`src/rtl/lsu_pkg.sv`:
```
package lsu_pkg;
  localparam int ADDR_W = 32;
  localparam int DATA_W = 32;
  localparam int LANES  = DATA_W / 8;
  localparam int LANE_W = $clog2(LANES);

  typedef enum logic [1:0] {
    AM_OFFSET = 2'd0,
    AM_PRE    = 2'd1,
    AM_POST   = 2'd2,
    AM_RSVD   = 2'd3
  } amode_e;
endpackage

```
`src/rtl/lsu_addr_calc.sv`:
```
module lsu_addr_calc
  import lsu_pkg::*;
#(
  parameter int OFS_W = 12
) (
  input  logic [ADDR_W-1:0] base,
  input  logic [OFS_W-1:0]  offset,
  input  amode_e            mode,
  output logic [ADDR_W-1:0] acc_addr,
  output logic [ADDR_W-1:0] next_base,
  output logic              wb_req
);
  localparam int EXT_W = ADDR_W - OFS_W;

  logic [ADDR_W-1:0] ofs_ext;
  logic [ADDR_W-1:0] sum;

  assign ofs_ext   = {{EXT_W{offset[OFS_W-1]}}, offset};
  assign sum       = base + ofs_ext;
  assign next_base = sum;

  always_comb begin
    unique case (mode)
      AM_POST: acc_addr = base;
      default: acc_addr = sum;
    endcase
    wb_req = (mode == AM_PRE) || (mode == AM_POST);
  end
endmodule

```
`src/rtl/lsu_lane_swap.sv`:
```
module lsu_lane_swap
  import lsu_pkg::*;
#(
  parameter int N_LANES = LANES
) (
  input  logic                 swap,
  input  logic [8*N_LANES-1:0] din,
  output logic [8*N_LANES-1:0] dout
);
  for (genvar k = 0; k < N_LANES; k++) begin : g_lane
    assign dout[8*k +: 8] = swap ? din[8*(N_LANES-1-k) +: 8] : din[8*k +: 8];
  end
endmodule

```
`src/rtl/lsu_byte_mem.sv`:
```
module lsu_byte_mem
  import lsu_pkg::*;
#(
  parameter int WORD_AW = 6,
  parameter int N_LANES = LANES
) (
  input  logic                 clk,
  input  logic                 wr_en,
  input  logic [WORD_AW-1:0]   word_idx,
  input  logic [8*N_LANES-1:0] wr_lanes,
  output logic [8*N_LANES-1:0] rd_lanes
);
  localparam int DEPTH = 1 << WORD_AW;

  for (genvar g = 0; g < N_LANES; g++) begin : g_bank
    logic [7:0] bank [DEPTH];
    logic [7:0] q;

    always_ff @(posedge clk) begin
      if (wr_en) bank[word_idx] <= wr_lanes[8*g +: 8];
      q <= bank[word_idx];
    end

    assign rd_lanes[8*g +: 8] = q;
  end
endmodule

```
`src/rtl/lsu_agu_top.sv`:
```
module lsu_agu_top
  import lsu_pkg::*;
#(
  parameter int OFS_W   = 12,
  parameter int WORD_AW = 6
) (
  input  logic              clk,
  input  logic              rst,
  input  logic              req_valid,
  input  logic              req_store,
  input  logic [1:0]        req_mode,
  input  logic              req_big,
  input  logic [ADDR_W-1:0] req_base,
  input  logic [OFS_W-1:0]  req_offset,
  input  logic [DATA_W-1:0] req_wdata,
  output logic [ADDR_W-1:0] addr_out,
  output logic              wb_en,
  output logic [ADDR_W-1:0] wb_value,
  output logic              rd_valid,
  output logic [DATA_W-1:0] rd_data
);
  amode_e            mode_c;
  logic [ADDR_W-1:0] acc_addr;
  logic [ADDR_W-1:0] next_base;
  logic              wb_req;
  logic [DATA_W-1:0] wr_lanes;
  logic [DATA_W-1:0] rd_lanes;
  logic              big_q;

  assign mode_c = amode_e'(req_mode);

  lsu_addr_calc #(.OFS_W(OFS_W)) u_calc (
    .base      (req_base),
    .offset    (req_offset),
    .mode      (mode_c),
    .acc_addr  (acc_addr),
    .next_base (next_base),
    .wb_req    (wb_req)
  );

  lsu_lane_swap #(.N_LANES(LANES)) u_wswap (
    .swap (req_big),
    .din  (req_wdata),
    .dout (wr_lanes)
  );

  lsu_byte_mem #(.WORD_AW(WORD_AW), .N_LANES(LANES)) u_mem (
    .clk      (clk),
    .wr_en    (req_valid && req_store),
    .word_idx (acc_addr[WORD_AW+LANE_W-1:LANE_W]),
    .wr_lanes (wr_lanes),
    .rd_lanes (rd_lanes)
  );

  lsu_lane_swap #(.N_LANES(LANES)) u_rswap (
    .swap (big_q),
    .din  (rd_lanes),
    .dout (rd_data)
  );

  always_ff @(posedge clk) begin
    if (rst) begin
      addr_out <= '0;
      wb_value <= '0;
      wb_en    <= 1'b0;
      rd_valid <= 1'b0;
      big_q    <= 1'b0;
    end else begin
      wb_en    <= req_valid && wb_req;
      rd_valid <= req_valid && !req_store;
      if (req_valid) begin
        addr_out <= acc_addr;
        wb_value <= next_base;
        big_q    <= req_big;
      end
    end
  end

  AST_OFS_NO_WB: assert property (@(posedge clk) disable iff (rst)
    (req_valid && req_mode == 2'd0) |=> !wb_en);
  AST_PRE_SAME: assert property (@(posedge clk) disable iff (rst)
    (req_valid && req_mode == 2'd1) |=> (wb_en && addr_out == wb_value));
  AST_POST_OLD_BASE: assert property (@(posedge clk) disable iff (rst)
    (req_valid && req_mode == 2'd2) |=> (wb_en && addr_out == $past(req_base)));
  AST_RSVD_NO_WB: assert property (@(posedge clk) disable iff (rst)
    (req_valid && req_mode == 2'd3) |=> !wb_en);
  AST_LOAD_STROBE: assert property (@(posedge clk) disable iff (rst)
    rd_valid |-> $past(req_valid && !req_store));
  AST_IDLE_QUIET: assert property (@(posedge clk) disable iff (rst)
    !req_valid |=> (!wb_en && !rd_valid && $stable(addr_out)));
endmodule

```
`config.mk`:
```
export PLATFORM = sky130hd
export DESIGN_NAME = lsu_agu_top
export DESIGN_NICKNAME = d
export VERILOG_FILES = /design/src/rtl/lsu_pkg.sv /design/src/rtl/lsu_addr_calc.sv /design/src/rtl/lsu_lane_swap.sv /design/src/rtl/lsu_byte_mem.sv /design/src/rtl/lsu_agu_top.sv
export SDC_FILE = /design/constraint.sdc
export NUM_CORES = 2
export LEC_CHECK = 0
export BUFFER_PORTS_ARGS = -buffer_cell sky130_fd_sc_hd__clkbuf_2
export CAP_MARGIN = 20
export CORE_UTILIZATION = 40
export CTS_BUF_LIST = sky130_fd_sc_hd__clkbuf_8
export DETAILED_ROUTE_END_ITERATION = 7
export GPL_TIMING_DRIVEN = 1
export HOLD_SLACK_MARGIN = 0.08
export PLACE_DENSITY = 0.64
export SLEW_MARGIN = 20
export SYNTH_ARGS = -nofsm -noshare
export SYNTH_HDL_FRONTEND = slang
export SYNTH_SLANG_ARGS = --single-unit
```
`constraint.sdc`:
```
create_clock -name clk -period 4.91 [get_ports clk]
set_input_delay 0.491 -clock clk [delete_from_list [all_inputs] [get_ports clk]]
set_output_delay 0.491 -clock clk [all_outputs]
set_load 0.01 [all_outputs]
```
==> summary.md <==
| Metric | Value |
|---|---|
| Setup TNS Final | 0 ns |
| Total wire length | between 200000 and 300000 µm |
| Nets | 7260 |
| Post-synthesis sequential area ratio | roughly three quarters |
| Initial Utilization | between 40% and 50% |
| Vias | 57.94k |
| First-pass GRT wire length | 374100 µm |
| CP endpoint kind | register |
| Placed inst area | about 90000 µm² |
| Worst Hold Class | input port to register |
| Setup violators final | 0 |
| # fillers | 18.40k |
| Min Clock Period, post-route | around 4.4 ns |
| FF+latch count, synth | 2147 |
| DP HPWL | around 150000 µm |
| Area contributors post-synth | edfxtp_1, nand2_1, a21oi_1 |
| Final Hold Fails | 0 |
| Status | finished, final reports clean |
| Unrepaired setup endpoints after global routing | no |
| Layout area overhead | 16.86% |
| Crit-path leading delay family | compound AO/OA/AOI/OAI gates |
| Worst Tran Pin Value | roughly 1.2 ns |
| Gpl congestion | ~0.86 |
| CTS max path bufs | 4 |
| List of most frequent post-synthesis cells | nand2_1, edfxtp_1, a21oi_1 |
| Post-route DRC violation count | 0 |
| Layout Skew | slightly above 0.08 ns |
| Bufs and invs on worst path | 5 |
| WS Path Type | input port to register |
| CP required | a little under 6 ns |
| Count leader, synth | nand2_1 |
| Crit-path max FO | 12 |
| Layout cells sized above 1 | between 10% and 20% |
| I/O Buffers | 180 |
| Antenna violations before repair | 19 |
| Fin cells | about 10k |
| Most used cell, CP | buf_12 |
| Synth unique cells | 56 |
| Total gr overflow | 0 |
| Placed Instances | between 9k and 10k |
| FP Rows | 168 |
| Main synth FF type | edfxtp_1 |
| Worst setup margin | between 0.5 and 0.6 ns |
| I/O pin count | roughly 180 |
| Worst slack, placed | just under 0.1 ns |
| Sink Count | 2147 |
| Post-Synthesis Mean Instance Area | around 13 µm² |
| Clk slew on worst S/H paths | 0.06 ns |
| Vias in the first global route | 54.92k |
| Ys async rst share | 0% |
| Crit path arrival time | between 5 and 6 ns |
| Final Cycle Share | 88.65% |
| Worst hold slack | approximately 0.18 ns |
| Via-per-instance ratio | approximately 5.7 |
| Die area | between 200000 and 250000 µm² |
| Max-slew violation count | 0 |
| Clock root cell | clkbuf_8 |
| TritonCTS clock tree | built |
| Die X | roughly 460 µm |
| Worst-path cell chain | dlygate4sd3_1 -> clkbuf_2 -> ha_1 -> fa_1 -> a21o_1 -> a211oi_4 -> nor2_1 -> a32oi_4 -> buf_12 -> buf_12 -> buf_4 -> a21oi_1 -> nor4_1 -> o22ai_1 -> or4_1 |
| Achievable clock frequency | 0.2297 GHz |
| Top-area cell type share of the netlist area | 72.74% |
| Area leader, netlist | edfxtp_1 |
| Clk_lat worst skew | between 1 and 1.5 ns |
| Syn nets | roughly 6.7k |
| EDFF count, synth | 2048 |
| Total CTS buffers | approximately 360 |
| Mapped Cells | 6627 |
| Gr usage total | about a quarter |
| Core area | between 200000 and 250000 µm² |
| Fin util | between 40 and 50% |
| Cell area power density | roughly 430 nW/µm² |
| Design area | approximately 99000 µm² |
| Reg2reg setup slack | roughly 2.6 ns |
| CP max stage delay | between 0.5 and 0.6 ns |
| DR iter-0 viols | 7667 |
| Tot Pwr | between 40 and 50 mW |
| Worst slew margin | between 20% and 30% |
| Max Cap Viol | 0 |
| Die Height | 461.7 µm |
| # resized after CTS | 0 |
| Drt first pass iters | 6 |
| H-tree depth | 5 |
| Critical path startpoint category | input port |
| Synthesis Warnings | 0 |
| Largest net degree at the start of global routing | 128 |
| Slowest cell on the critical path | or4_1 |
| Routed len/inst | about 26 µm |
| Post-DRT Antenna Nets | 0 |
| Peak VDD IR | approximately 270 µV |
| Leakage | between 30 and 40 nW |
| Syn Std Cell Area | approximately 85000 µm² |
power by group:
group	internal [mW]	switching (mW)	leakage, nW
Combinational	2.14	4.90	11.4
Sequential	20.6	0.362	19.2
Clock	7.70	6.99	3.82
sequential cells by signal, summed over array words and instances, names as in the netlist:
signal,flops
u_mem.g_bank.bank,2048
addr_out,32
big_q,1
wb_en,1
wb_value,32
rd_valid,1
u_mem.g_bank.q,32
layout by cell type (no fill, tap or decap), drive strengths merged, types with 9 or more instances in the layout:
master,instances
nand3,14
o21ai,19
nand2b,9
nor2,132
a211oi,13
a21o,17
ha,32
clkbuf,570
clkinv,99
a21oi,1054
mux2i,31
nor4,257
inv,139
diode,18
buf,334
dfxtp,99
nand2,2109
edfxtp,2048
or4,32
mux2,67
xnor2,19
dlygate4sd3,60
o22ai,130
xor2,9
a311oi,14
metal layers:
layer / wire (µm) / up-vias / track usage [%]
met4: 13120 / 8 / 11.76
met2: 121400 / 3354 / 37.95
li1: - / 25225 / -
met3: 26860 / 528 / 4.695
met1: 100400 / 28827 / 31.85
met5: 49 / - / 0
path summary, 6_finish.rpt:
path	depth (start not counted)	endpoint	startpoint
setup / recovery	15	u_mem.g_bank[3].q[0]$_DFF_P_	req_base[0]
hold / removal	2	u_mem.g_bank[1].bank[35][1]$_DFFE_PP_	req_wdata[17]
setup reg to reg	5	u_mem.g_bank[1].q[7]$_DFF_P_	u_mem.g_bank[1].bank[34][7]$_DFFE_PP_
hold reg to reg	2	wb_value[19]$_SDFFE_PP0P_	wb_value[19]$_SDFFE_PP0P_
final cells by class:
cell class | instances | area, µm² | area share, %
flip-flops and latches | 2147 | 63480 | 64.25
clock inverters | 236 | 1151 | 1.165
inverters | 14 | 52.55 | 0.05319
repair buffers | 572 | 5197 | 5.261
diodes | 18 | 45.04 | 0.04559
multi-input cells | 4048 | 19960 | 20.21
clock buffers | 392 | 5395 | 5.461
well taps | 2805 | 3510 | 3.552
logic make-up after synthesis:
family | share of synthesized area (%)
adders and majority gates | 0.4973
muxes | 1.259
buffers and inverters | 2.016
AOI/OAI and AO/OA | 8.284
xor gates and xnor gates | 0.2901
DFF | 75.09
and+or+nand+nor | 12.57
repair_timing:
action | CTS | global route
hold endpoints to repair | 61 | 4
buffers inserted | 0 | 0
hold buffers | 57 | 3
Note: power is estimated with default switching activity, not from simulation.
